File: src/rtl/lcdrc_pkg.sv
// Shared definitions of the LCD run control: register selects, write
// kinds, control bit positions and the per-bit write-kind rule.
package lcdrc_pkg;
    localparam int ADDR_W    = 4;
    localparam int CTRL_BITS = 7;
    localparam int IRQ_BITS  = 2;
    localparam int SYNC_LINES = 3;

    typedef enum logic [1:0] {
        AL_PLAIN = 2'd0,
        AL_SET   = 2'd1,
        AL_CLR   = 2'd2,
        AL_NONE  = 2'd3
    } alias_e;

    localparam logic [1:0] SEL_CTRL = 2'd0;
    localparam logic [1:0] SEL_IRQ  = 2'd1;
    localparam logic [1:0] SEL_NEXT = 2'd2;
    localparam logic [1:0] SEL_CUR  = 2'd3;

    localparam int CB_RUN   = 0;
    localparam int CB_DOT   = 1;
    localparam int CB_SYNC  = 2;
    localparam int CB_FLUSH = 3;
    localparam int CB_POL   = 4;

    localparam int IB_EN = 0;
    localparam int IB_ST = 1;

    // New value of one register bit under a given write kind.
    function automatic logic alias_bit(input logic old_v, input logic data_v,
                                       input alias_e kind);
        logic r;
        unique case (kind)
            AL_PLAIN: r = data_v;
            AL_SET:   r = old_v | data_v;
            AL_CLR:   r = old_v & ~data_v;
            default:  r = old_v;
        endcase
        return r;
    endfunction
endpackage

File: src/rtl/lcdrc_regif.sv
// Register port decode and read multiplexer.
// Turns a write into a per-register strobe and a write kind. Returns the
// selected register on the read bus in the same cycle.
// Assumes DATA_W is at least CTRL_BITS wide.
module lcdrc_regif
    import lcdrc_pkg::*;
#(
    parameter int DATA_W = 32
) (
    input  logic                 reg_wr,
    input  logic [ADDR_W-1:0]    reg_addr,
    input  logic [CTRL_BITS-1:0] ctrl_word,
    input  logic [IRQ_BITS-1:0]  irq_word,
    input  logic [DATA_W-1:0]    next_word,
    input  logic [DATA_W-1:0]    cur_word,
    output logic                 wr_ctrl,
    output logic                 wr_irq,
    output logic                 wr_next,
    output alias_e               kind,
    output logic [DATA_W-1:0]    rdata
);
    logic [1:0] sel;
    logic       wr_any;

    // Split the address into register select and write kind.
    always_comb begin
        sel    = reg_addr[3:2];
        kind   = alias_e'(reg_addr[1:0]);
        wr_any = reg_wr && (kind != AL_NONE);
    end

    // One strobe per writable register; the current base has none.
    always_comb begin
        wr_ctrl = wr_any && (sel == SEL_CTRL);
        wr_irq  = wr_any && (sel == SEL_IRQ);
        wr_next = wr_any && (sel == SEL_NEXT);
    end

    // Read multiplexer, zero-extended to the bus width.
    always_comb begin
        rdata = '0;
        unique case (sel)
            SEL_CTRL: rdata[CTRL_BITS-1:0] = ctrl_word;
            SEL_IRQ:  rdata[IRQ_BITS-1:0]  = irq_word;
            SEL_NEXT: rdata = next_word;
            default:  rdata = cur_word;
        endcase
    end
endmodule

File: src/rtl/lcdrc_seq.sv
// Run/stop sequencer and control register.
// Holds dot-clock mode, sync enable, polarities and the run flag. Run only
// starts when dot-clock mode and sync enable are already on. Writes never
// clear run. Run falls once dot-clock mode is off and the FIFO is empty.
// A flush request becomes a one-cycle pulse.
// Assumes fifo_empty is synchronous to clk.
module lcdrc_seq
    import lcdrc_pkg::*;
(
    input  logic                  clk,
    input  logic                  rst_n,
    input  logic                  wr_ctrl,
    input  alias_e                kind,
    input  logic [CTRL_BITS-1:0]  wbits,
    input  logic                  fifo_empty,
    output logic                  run_o,
    output logic                  sync_o,
    output logic [SYNC_LINES-1:0] pol_o,
    output logic                  flush_o,
    output logic [CTRL_BITS-1:0]  ctrl_word
);
    logic                  run_q, dot_q, sync_q, flush_q;
    logic [SYNC_LINES-1:0] pol_q;
    logic [CTRL_BITS-1:0]  nbits;
    logic                  drain_done, start_ok;

    // Readback image; the flush bit always reads 0.
    always_comb ctrl_word = {pol_q, 1'b0, sync_q, dot_q, run_q};

    // Per-bit result of the write kind applied to the stored word.
    always_comb begin
        for (int i = 0; i < CTRL_BITS; i++)
            nbits[i] = alias_bit(ctrl_word[i], wbits[i], kind);
    end

    // Stop and start conditions of the fetch engine.
    always_comb begin
        drain_done = run_q & ~dot_q & fifo_empty;
        start_ok   = ~run_q & wr_ctrl & nbits[CB_RUN] & dot_q & sync_q;
    end

    // Control register, run flag and flush pulse.
    always_ff @(posedge clk) begin
        if (!rst_n) begin
            run_q   <= 1'b0;
            dot_q   <= 1'b0;
            sync_q  <= 1'b0;
            pol_q   <= '0;
            flush_q <= 1'b0;
        end else begin
            if (wr_ctrl) begin
                dot_q  <= nbits[CB_DOT];
                sync_q <= nbits[CB_SYNC];
                pol_q  <= nbits[CB_POL +: SYNC_LINES];
            end
            flush_q <= wr_ctrl & nbits[CB_FLUSH];
            if (drain_done)
                run_q <= 1'b0;
            else if (start_ok)
                run_q <= 1'b1;
        end
    end

    always_comb begin
        run_o   = run_q;
        sync_o  = sync_q;
        pol_o   = pol_q;
        flush_o = flush_q;
    end

    assert_run_setup_R2: assert property (@(posedge clk) disable iff (!rst_n)
        $rose(run_q) |-> $past(dot_q && sync_q));
    assert_run_hold_R3: assert property (@(posedge clk) disable iff (!rst_n)
        run_q && !fifo_empty |=> run_q);
    assert_run_drop_R3: assert property (@(posedge clk) disable iff (!rst_n)
        $fell(run_q) |-> $past(!dot_q && fifo_empty));
    assert_flush_src_R4: assert property (@(posedge clk) disable iff (!rst_n)
        flush_q |-> $past(wr_ctrl && wbits[CB_FLUSH] && kind != AL_CLR));
endmodule

File: src/rtl/lcdrc_bufshadow.sv
// Framebuffer base shadow and frame-done interrupt.
// Software writes the next base. At a frame end during run, the next base
// moves into the current base and frame-done status is set. Status
// clears only through a clear-kind write; a frame end in the same cycle
// wins. The interrupt is status AND enable.
// Assumes frame_end is a one-cycle pulse synchronous to clk.
module lcdrc_bufshadow
    import lcdrc_pkg::*;
#(
    parameter int DATA_W = 32
) (
    input  logic                clk,
    input  logic                rst_n,
    input  logic                wr_irq,
    input  logic                wr_next,
    input  alias_e              kind,
    input  logic [DATA_W-1:0]   wdata,
    input  logic                frame_end,
    input  logic                run,
    output logic [DATA_W-1:0]   next_o,
    output logic [DATA_W-1:0]   cur_o,
    output logic [IRQ_BITS-1:0] irq_word,
    output logic                irq_o
);
    logic [DATA_W-1:0] next_q, cur_q, next_d;
    logic              en_q, st_q, swap;

    // A frame boundary only counts while the engine runs.
    always_comb swap = frame_end & run;

    // Write-kind result for the next-base register.
    always_comb begin
        for (int i = 0; i < DATA_W; i++)
            next_d[i] = alias_bit(next_q[i], wdata[i], kind);
    end

    // Next base, current base, interrupt enable and status.
    always_ff @(posedge clk) begin
        if (!rst_n) begin
            next_q <= '0;
            cur_q  <= '0;
            en_q   <= 1'b0;
            st_q   <= 1'b0;
        end else begin
            if (wr_next)
                next_q <= next_d;
            if (swap)
                cur_q <= next_q;
            if (wr_irq)
                en_q <= alias_bit(en_q, wdata[IB_EN], kind);
            if (swap)
                st_q <= 1'b1;
            else if (wr_irq && kind == AL_CLR && wdata[IB_ST])
                st_q <= 1'b0;
        end
    end

    always_comb begin
        next_o   = next_q;
        cur_o    = cur_q;
        irq_word = {st_q, en_q};
        irq_o    = st_q & en_q;
    end

    assert_next_plain_R1: assert property (@(posedge clk) disable iff (!rst_n)
        wr_next && kind == AL_PLAIN |=> next_q == $past(wdata));
    assert_cur_copy_R5: assert property (@(posedge clk) disable iff (!rst_n)
        frame_end && run |=> cur_q == $past(next_q));
    assert_cur_hold_R5: assert property (@(posedge clk) disable iff (!rst_n)
        !(frame_end && run) |=> $stable(cur_q));
    assert_status_set_R5: assert property (@(posedge clk) disable iff (!rst_n)
        frame_end && run |=> st_q);
    assert_status_clear_R7: assert property (@(posedge clk) disable iff (!rst_n)
        wr_irq && kind == AL_CLR && wdata[IB_ST] && !(frame_end && run) |=> !st_q);
endmodule

File: src/rtl/lcdrc_syncgate.sv
// Sync output gating and polarity.
// Each line shows its active level only while the gate is open and its
// raw timing input is high. Otherwise it shows its inactive level.
// Assumes raw timing inputs are active-high.
module lcdrc_syncgate #(
    parameter int LINES = 3
) (
    input  logic             gate,
    input  logic [LINES-1:0] tg_in,
    input  logic [LINES-1:0] pol,
    output logic [LINES-1:0] lcd_out
);
    for (genvar g = 0; g < LINES; g++) begin : g_line
        // Map the gated raw level onto the selected polarity.
        assign lcd_out[g] = (gate & tg_in[g]) ? pol[g] : ~pol[g];
    end
endmodule

File: src/rtl/lcd_run_ctrl.sv
// Top of the LCD run control: register port, run sequencer, base shadow
// and sync gating.
// Assumes every input is synchronous to clk and the reset is synchronous.
module lcd_run_ctrl
    import lcdrc_pkg::*;
#(
    parameter int DATA_W = 32
) (
    input  logic              clk,
    input  logic              rst_n,
    input  logic              reg_wr,
    input  logic [3:0]        reg_addr,
    input  logic [DATA_W-1:0] reg_wdata,
    output logic [DATA_W-1:0] reg_rdata,
    input  logic              fifo_empty,
    input  logic              frame_end,
    input  logic              tg_hsync,
    input  logic              tg_vsync,
    input  logic              tg_de,
    output logic              fetch_en,
    output logic [DATA_W-1:0] fetch_base,
    output logic              fifo_flush,
    output logic              frame_irq,
    output logic              lcd_hsync,
    output logic              lcd_vsync,
    output logic              lcd_de
);
    logic                  wr_ctrl, wr_irq, wr_next;
    alias_e                kind;
    logic [CTRL_BITS-1:0]  ctrl_word;
    logic [IRQ_BITS-1:0]   irq_word;
    logic [DATA_W-1:0]     next_word, cur_word;
    logic                  run, sync_en;
    logic [SYNC_LINES-1:0] pol, lines;

    lcdrc_regif #(.DATA_W(DATA_W)) u_regif (
        .reg_wr    (reg_wr),
        .reg_addr  (reg_addr),
        .ctrl_word (ctrl_word),
        .irq_word  (irq_word),
        .next_word (next_word),
        .cur_word  (cur_word),
        .wr_ctrl   (wr_ctrl),
        .wr_irq    (wr_irq),
        .wr_next   (wr_next),
        .kind      (kind),
        .rdata     (reg_rdata)
    );

    lcdrc_seq u_seq (
        .clk        (clk),
        .rst_n      (rst_n),
        .wr_ctrl    (wr_ctrl),
        .kind       (kind),
        .wbits      (reg_wdata[CTRL_BITS-1:0]),
        .fifo_empty (fifo_empty),
        .run_o      (run),
        .sync_o     (sync_en),
        .pol_o      (pol),
        .flush_o    (fifo_flush),
        .ctrl_word  (ctrl_word)
    );

    lcdrc_bufshadow #(.DATA_W(DATA_W)) u_buf (
        .clk       (clk),
        .rst_n     (rst_n),
        .wr_irq    (wr_irq),
        .wr_next   (wr_next),
        .kind      (kind),
        .wdata     (reg_wdata),
        .frame_end (frame_end),
        .run       (run),
        .next_o    (next_word),
        .cur_o     (cur_word),
        .irq_word  (irq_word),
        .irq_o     (frame_irq)
    );

    lcdrc_syncgate #(.LINES(SYNC_LINES)) u_sync (
        .gate    (run & sync_en),
        .tg_in   ({tg_de, tg_vsync, tg_hsync}),
        .pol     (pol),
        .lcd_out (lines)
    );

    // Drive the fetch interface and the panel lines.
    always_comb begin
        fetch_en   = run;
        fetch_base = cur_word;
        {lcd_de, lcd_vsync, lcd_hsync} = lines;
    end
endmodule

File: config.mk
export PLATFORM = sky130hd
export DESIGN_NAME = lcd_run_ctrl
export DESIGN_NICKNAME = d
export VERILOG_FILES = /design/src/rtl/lcdrc_pkg.sv /design/src/rtl/lcdrc_regif.sv /design/src/rtl/lcdrc_seq.sv /design/src/rtl/lcdrc_bufshadow.sv /design/src/rtl/lcdrc_syncgate.sv /design/src/rtl/lcd_run_ctrl.sv
export SDC_FILE = /design/constraint.sdc
export NUM_CORES = 1
export LEC_CHECK = 0
export CORE_ASPECT_RATIO = 0.7
export CORE_MARGIN = 5
export CORE_UTILIZATION = 43
export DETAILED_ROUTE_END_ITERATION = 16
export GPL_ROUTABILITY_DRIVEN = 0
export HOLD_SLACK_MARGIN = 0.02
export PLACE_DENSITY = 0.76
export RECOVER_POWER = 50
export SETUP_SLACK_MARGIN = 0.4
export SLEW_MARGIN = 10
export SYNTH_ARGS = -nofsm -noshare
export SYNTH_HDL_FRONTEND = slang
export SYNTH_SLANG_ARGS = --single-unit
File: constraint.sdc
create_clock -name clk -period 1.8 [get_ports clk]
set_input_delay 0.27 -clock clk [delete_from_list [all_inputs] [get_ports clk]]
set_output_delay 0.27 -clock clk [all_outputs]
set_load 0.01 [all_outputs]
## Word-level counts from Yosys, hierarchy flattened

Index checks and enable logic that the tools add are counted.

- Reductions and logical operators: 16
- Mux-type cells: 48
- Eq/ne operators: 5
- Bitwise logic cells: 129

Operator list:

| operator | count |
|---|---|
| 1-bit one-hot mux with 3 select lines | 39 |
| 1-bit AND | 52 |
| 25-bit one-hot mux with 2 select lines | 1 |
| 1-bit OR | 39 |
| 1-bit inverter | 38 |
| 5-bit one-hot mux with 3 select lines | 1 |
| 1-bit logical AND | 6 |
| 1-bit two-way mux | 6 |
| 2-bit one-hot mux with 3 select lines | 1 |
| 2-bit AND reduction | 3 |
| 2-bit OR reduction | 3 |
| 2-bit by 1-bit == test with 1-bit output (second input constant) | 2 |
| 2-bit == test (second input constant) | 2 |
| 2-bit logical NOT | 2 |
| 3-bit nonzero test | 1 |
| 2-bit != test (second input constant) | 1 |
| 2-bit nonzero test | 1 |

- Register bits: 73
- Word-level logic and storage cells: 207
- Input bits: 44

## Depth between registers and ports, before layout

Gate-level depths: netlist of the first run.

- Depth after elaboration: 7
- Gate-level depth with buffers: 8

## Cells and area by module

Synthesis of the first run repeated with hierarchy kept, for this count alone.

- Cell total of the unflattened synthesis: 481
- Area total of the unflattened synthesis: 4400.5 um2

Modules (own cells, without submodules):

| module | seq. area each (um2) | cells each | area each (um2) | instances |
|---|---|---|---|---|
| lcdrc_bufshadow | 1321.3 | 341 | 3241.9 | 1 |
| lcdrc_regif | 0.0 | 82 | 655.6 | 1 |
| lcdrc_seq | 140.1 | 51 | 459.2 | 1 |
| lcdrc_syncgate | 0.0 | 6 | 37.5 | 1 |
| lcd_run_ctrl | 0.0 | 1 | 6.3 | 1 |

## Worst setup path before layout of the first run

OpenSTA, ideal clock, no wires.

- Path type: input to register
- Start point: input port reg_addr[0]
- End point: register u_buf.next_q[4], in the netlist u_buf.next_o[4]
- Setup slack: 0.103 ns
- Stages: 6
- Arrival time: 1.580 ns
- Library setup time: 0.117 ns
- Data required time: 1.683 ns
- Path through: ha_1 -> or3b_4 -> nor3b_4 -> buf_4 -> nand2_1 -> a32o_1

- Longest elaborated chain between the ends: 4
- Elaborated cells on any way between the ends: 9
- Classes of those cells: eq/ne (3); mux (1); reduce/logical (5)

Ends and longest elaborated chain:

| element | line | source |
|---|---|---|
| start: declaration | lcd_run_ctrl.sv:12 | `input logic [3:0] reg_addr,` |
| 2-bit != test | lcdrc_regif.sv:29 | `wr_any = reg_wr && (kind != AL_NONE);` |
| 1-bit logical AND | lcdrc_regif.sv:29 |  |
| 1-bit logical AND | lcdrc_regif.sv:36 | `wr_next = wr_any && (sel == SEL_NEXT);` |
| 2-bit AND reduction (no source line) | n/a |  |
| end signal: assignment | lcdrc_bufshadow.sv:46 | `next_q <= next_d;` |
| end: declaration | lcdrc_bufshadow.sv:25 | `logic [DATA_W-1:0] next_q, cur_q, next_d;` |

Several ways; a longest one is shown, not always the timed one.
A chain may end at the register's enable or synchronous reset.

## Worst setup path after layout of the first run

- Start point: register u_buf.cur_q[0], in the netlist u_buf.cur_o[0]
- End point: output port reg_rdata[0]

- Longest elaborated chain between the ends: 1

Ends and longest elaborated chain:

| element | line | source |
|---|---|---|
| start: declaration | lcdrc_bufshadow.sv:25 |  |
| start signal: assignment | lcdrc_bufshadow.sv:48 | `cur_q <= next_q;` |
| 2-bit one-hot mux with 3 select lines | lcdrc_regif.sv:42 | `unique case (sel)` |
| end: declaration | lcd_run_ctrl.sv:14 | `output logic [DATA_W-1:0] reg_rdata,` |

Every way passes these cells.

==> impl_metrics.csv, run 1 <==
group,metric,value,unit
status,outcome,"completed",
logic_synthesis,yosys_warnings,0,
worst_setup_path,crit_type,"reg -> out",
clock_network,cts_tree,"yes",
timing,final.setup.worst_slack,0.208,ns
global_routing,overflow,0,
final_layout,fin_util,0.664,
timing,slew_viol_final,0,
timing,period_minus_slack,1.59,ns
logic_synthesis,async_flop_share,0,
route,vias_per_cell,5.47,
logic_synthesis,ys_seq_area_frac,0.370,
floorplan,io_pins,114,
global_routing,grt_pass1_vias,4235,
worst_setup_path,cp-end-kind,"output port",
floorplan,die_x,125,µm
route,routed_wl,13800,µm
floorplan,start_util,0.439,
placement,place_ws,-0.447,ns
floorplan,rows,29,
logic_synthesis,synth_ff_type,"dfxtp_1",
route,post_drt_wl_per_cell,17.5,µm
logic_synthesis,synth_top_cells_by_area,"dfxtp_1 37%, a21oi_1 7.4%, nand2_1 7.1%",
worst_setup_path,cp_slowest_cell,"mux4_2",
min_path,hold_class,"reg -> reg",
final_layout,drive_gt1_frac,0.239,
logic_synthesis,syn-cell-area,3950,µm²
worst_setup_path,required,1.53,ns
clock_network,clkLatencyLatePin,0.34,ns
logic_synthesis,yosys.area.top_type,"dfxtp_1",
floorplan,die-height,90.2,µm
clock_network,hold_buffers,0,
clock_network,clkSinkCount,73,
route,first_iter_violations,488,
clock_network,cts_root_buf,"clkbuf_16",
final_layout,final_common_cell,"nand2_1",
worst_setup_path,crit_chain,"mux4_2 > buf_6",
final_layout,diodes,0,
worst_setup_path,path_delay_family,"multiplexers",
global_routing,grt_pass1_wl,21200,µm
pwr,power_leakage,2.46,nW
clock_network,cts_buffers,9,
final_layout,final_cell_mix,"71 x nand2_1, 61 x nor2_1, 60 x dfxtp_1",
floorplan,core_area,9000,µm²
logic_synthesis,syn_nets,561,
pwr,vdd_drop_max,574,µV
clock_network,htree_levels,3,
worst_setup_path,crit_fanout,3,
logic_synthesis,synthDistinctLibCells,31,
final_layout,final_area,5970,µm²
route,drt.antenna.violating_nets,0,
global_routing,grtUsageTotal,0.229,
worst_setup_path,crit_path_max_incr_delay,0.50,ns
route,vias,4311,
logic_synthesis,synth.top_cell.area_share,0.370,
route,drc,0,
timing,fmax,628,MHz
pwr,p_total,4.12,mW
logic_synthesis,avgSynthCellArea,7.71,µm²
final_layout,nFillCells,756,
worst_setup_path,startpoint_type,"flip-flop",
global_routing,antenna_found_initial,0,
timing,finalClockSkew,0.00630,ns
placement,dpl.hpwl,8710,µm
clock_network,clkTransAtPathRegs,0.06,ns
worst_setup_path,crit_buf_inv,1,
timing,relSlewSlack,0.594,
timing,post-route-period-util,0.884,
job,drv_cap,0,
placement,placed_area,5400,µm²
clock_network,clockBufferDepth,2,
pwr,power_per_cell_area,689,nW/µm²
worst_setup_path,cp_data_arrival_time,1.32,ns
timing,tightest_slew,0.609,ns
logic_synthesis,synth_cells,512,
final_layout,syn2layout_area_growth,51.4,%
worst_setup_path,worst-r2r-setup-slack,0.36,ns
timing,hold_violations,0,
placement,io_buffers,113,
timing,rsz0062_at_grt,"true",
final_layout,nets,710,
timing,finalSetupViolCount,0,
timing,tns,0,ns
logic_synthesis,synth_edf_count,0,
route,drtPass1Iterations,5,
global_routing,grt_start_max_net_pins,37,
logic_synthesis,ys_ff_latch,73,
floorplan,die_area,11200,µm²
-- synth_stat cells (2+ instances only) --
cell and n:
dfxtp_1 73, ha_1 5, nor2b_1 31, nand2_1 75, mux2_2 4, inv_1 3
and2_1 6, xor2_1 3, buf_2 3, a21oi_1 58, buf_4 2, nand3_1 5
buf_1 2, nor2_1 62, o21ai_0 36, nand2b_1 28, a21boi_0 35, mux4_2 2
a22o_1 4, clkbuf_1 32, mux2i_1 26, a32o_1 8
-- per-layer routing --
metal,track usage,vias up,routed length (µm),part of all wire
met4,0.0666,0,274,0.020
met5,0,-,0,0
li1,-,2032,-,-
met3,0.0717,37,1200,0.087
met2,0.370,233,6390,0.46
met1,0.294,2009,5930,0.43
-- final timing paths --
| kind | startpoint | endpoint | cells after the start |
|---|---|---|---|
| worst max-delay path | u_buf.cur_o[0] | reg_rdata[0] | 2 |
| worst min-delay path | u_buf.cur_o[16] | u_buf.cur_o[16] | 2 |
| worst max register to register | u_seq.run_o | u_buf.cur_o[1] | 6 |
| worst min register to register | u_buf.cur_o[16] | u_buf.cur_o[16] | 2 |
-- per-stage QoR --
step	hold WS (ns)	std cells
floorplan	0.409	512
global placement	0.463	743
detailed placement	0.474	743
CTS	0.433	780
global route	0.469	788
finish	0.478	788
-- worst register-to-register path: stages, from the launching register on --
cell	delay (ns)
dfxtp_1	0.37
buf_6	0.14
clkbuf_4	0.13
and2_0	0.18
buf_12	0.21
nand2_1	0.08
a21boi_0	0.22
-- cell families after synthesis --
group                      share of synthesized area
adders and majority gates                     0.0159
and+or+nand+nor                                0.258
buffers and inverters                         0.0428
AOI/OAI and AO/OA                              0.218
DFF                                            0.370
muxes                                         0.0888
xor gates and xnor gates                     0.00666
-- where the power goes --
group / internal (mW) / switching (mW)
combinational: 0.361 / 0.337
clock: 1.09 / 0.676
sequential: 1.64 / 0.0195
total: 3.09 / 1.03
-- area by class of cell --
class | count | area, µm² | area share
multi-input combinational | 398 | 2450 | 0.411
timing repair buffer | 176 | 1590 | 0.266
sequential | 73 | 1480 | 0.248
clock buffer | 10 | 239 | 0.0400
tap | 124 | 155 | 0.0260
clock inverter | 4 | 45.0 | 0.00754
inverter | 3 | 13.8 | 0.00230
-- timing repair --
item                                    CTS  global route
buffers inserted                         20             5
gates cloned                              3             3
endpoints found under the setup margin  111            65
pin swaps                                 7            18
gates resized for setup                 239            45
-- registers in the layout, summed over array words and instances (netlist names) --
register,cells
u_buf.en_q,1
u_seq.sync_o,1
u_seq.flush_o,1
u_buf.next_o,32
u_seq.dot_q,1
u_buf.cur_o,32
u_seq.pol_o,3
u_seq.run_o,1
u_buf.st_q,1
Power figures use the tool's default switching activity.
==> run 2: changes to the inputs <==
CORE_MARGIN = not set   (was 5)
==> run 2 against run 1 <==
Routed wire length decreased by 1.2%. Die area decreased by 15%. Critical path depth unchanged. Clock skew about the same. First-iteration DRC count decreased by 20%. Clock power increased by 19%. Largest power group unchanged. Worst setup slack improved by 0.025 ns. Sequential share of layout area decreased by 0.19 points. Highest routed layer unchanged. Via count about the same. Worst hold slack got worse by 0.071 ns.
==> impl_metrics.csv, run 2 (same netlist as run 1, synthesis figures left out) <==
group,metric,value,unit
clock_network,clkTransAtPathRegs,0.06,ns
final_layout,regArea,1500,µm²
floorplan,core_area,8690,µm²
worst_setup_path,path_delay_family,"multiplexers",
route,first_iter_violations,391,
min_path,hold_class,"in -> reg",
route,vias_per_cell,5.55,
timing,hold_violations,0,
global_routing,grt_start_max_net_pins,34,
status,outcome,"completed",
floorplan,die-height,82.2,µm
clock_network,cts_tree,"yes",
worst_setup_path,crit_fanout,3,
timing,finalSetupViolCount,0,
worst_setup_path,cp-end-kind,"output port",
worst_setup_path,required,1.53,ns
pwr,vdd_drop_max,524,µV
route,post_drt_wl_per_cell,17.5,µm
final_layout,final_area,6110,µm²
worst_setup_path,crit_type,"reg -> out",
timing,rsz0062_at_grt,"true",
pwr,power_leakage,2.51,nW
final_layout,final_common_cell,"nand2_1",
clock_network,cts_root_buf,"clkbuf_16",
worst_setup_path,cp_data_arrival_time,1.30,ns
timing,tightest_slew,0.436,ns
worst_setup_path,crit_chain,"mux4_2 > buf_6",
final_layout,drive_gt1_frac,0.269,
route,drt.antenna.violating_nets,0,
floorplan,die_area,9570,µm²
worst_setup_path,cp_slowest_cell,"mux4_2",
pwr,power_per_cell_area,731,nW/µm²
route,drtPass1Iterations,5,
timing,slew_viol_final,0,
global_routing,overflow,0,
floorplan,rows,28,
timing,whs,0.407,ns
floorplan,start_util,0.454,
placement,placed_area,5420,µm²
final_layout,nets,701,
clock_network,clockBufferDepth,2,
clock_network,clkLatencyLatePin,0.34,ns
floorplan,die_x,117,µm
global_routing,antenna_found_initial,0,
clock_network,hold_buffers,0,
placement,dpl.hpwl,8210,µm
clock_network,htree_levels,3,
final_layout,multi_input_area,2460,µm²
final_layout,final_cell_mix,"73 x nand2_1, 62 x nor2_1, 43 x dfxtp_1",
timing,final.setup.worst_slack,0.233,ns
job,drv_cap,0,
placement,place_ws,-0.392,ns
worst_setup_path,crit_buf_inv,1,
route,drc,0,
timing,period_minus_slack,1.57,ns
worst_setup_path,startpoint_type,"flip-flop",
worst_setup_path,worst-r2r-setup-slack,0.46,ns
final_layout,nFillCells,701,
global_routing,grtUsageTotal,0.280,
route,vias,4309,
clock_network,cts_buffers,9,
timing,fmax,638,MHz
timing,finalClockSkew,0.00622,ns
floorplan,io_pins,114,
global_routing,grt_pass1_wl,20400,µm
final_layout,diodes,0,
placement,io_buffers,113,
timing,relSlewSlack,0.709,
clock_network,clkSinkCount,73,
route,routed_wl,13600,µm
timing,post-route-period-util,0.871,
final_layout,syn2layout_area_growth,54.8,%
global_routing,grt_pass1_vias,4135,
worst_setup_path,crit_path_max_incr_delay,0.48,ns
-- run 2: cell types whose count changed in the layout (fill, tap and decap cells not counted), moves of 3 or more --
cell | before | now
a21oi_1 | 49 | 38
a21oi_2 | 9 | 20
buf_12 | 7 | 12
buf_2 | 31 | 23
buf_6 | 14 | 9
bufbuf_16 | 0 | 3
clkbuf_1 | 8 | 5
clkbuf_2 | 2 | 8
dfxtp_1 | 60 | 43
dfxtp_2 | 12 | 29
-- run 2: layout make-up --
class                           instances  share of cell area
Multi-Input combinational cell        397               0.403
Timing Repair Buffer                  168               0.268
Clock inverter                          5              0.0168
Sequential cell                        73               0.246
Inverter                                3             0.00184
Clock buffer                           11              0.0397
Tap cell                              120              0.0246
-- run 2: worst paths after layout --
kind                                          to             start  depth (start not counted)
worst max register to register   u_buf.cur_o[17]       u_seq.run_o                          5
worst min-delay path              u_buf.cur_o[5]             rst_n                          2
worst max-delay path                reg_rdata[0]    u_buf.cur_o[0]                          2
worst min register to register  u_buf.next_o[24]  u_buf.next_o[24]                          2
-- run 2: worst reg2reg max path: cells and delay by family (launching register included) --
family | cells | cell delay, ns
DFF | 1 | 0.37
AOI/OAI and AO/OA | 1 | 0.20
and+or+nand+nor | 2 | 0.29
buffers and inverters | 2 | 0.40
-- run 2: what timing repair did --
action                     CTS  global route
pin swaps                   14            35
gates cloned                 5             1
gates resized for setup    215            86
setup buffers                9             7
setup endpoints to repair  111            71
-- run 2: report_power, final --
| group | switching [mW] | leakage (nW) | internal (mW) | total (mW) |
|---|---|---|---|---|
| clock | 0.696 | 0.166 | 1.39 | 2.09 |
| sequential | 0.0202 | 0.604 | 1.64 | 1.66 |
| combinational | 0.335 | 1.74 | 0.387 | 0.722 |
| total | 1.05 | 2.51 | 3.41 | 4.47 |
-- run 2: metrics by stage --
| step | TNS (ns) | utilization | cells | power [mW] |
|---|---|---|---|---|
| floorplan | 0 | - | 512 | 2.00 |
| global placement | -17.91 | 0.624 | 739 | 2.24 |
| detailed placement | -21.37 | 0.624 | 739 | 2.26 |
| CTS | 0 | 0.700 | 769 | 4.42 |
| global route | 0 | 0.703 | 777 | 4.62 |
| finish | 0 | 0.703 | 777 | 4.47 |
-- run 2: metal layers --
metal | vias to the layer above | global-route usage | routed length, µm
met3 | 47 | 0.0796 | 1180
li1 | 2010 | - | -
met2 | 214 | 0.479 | 6480
met4 | 0 | 0.108 | 338
met5 | - | 0 | 0
met1 | 2038 | 0.335 | 5620
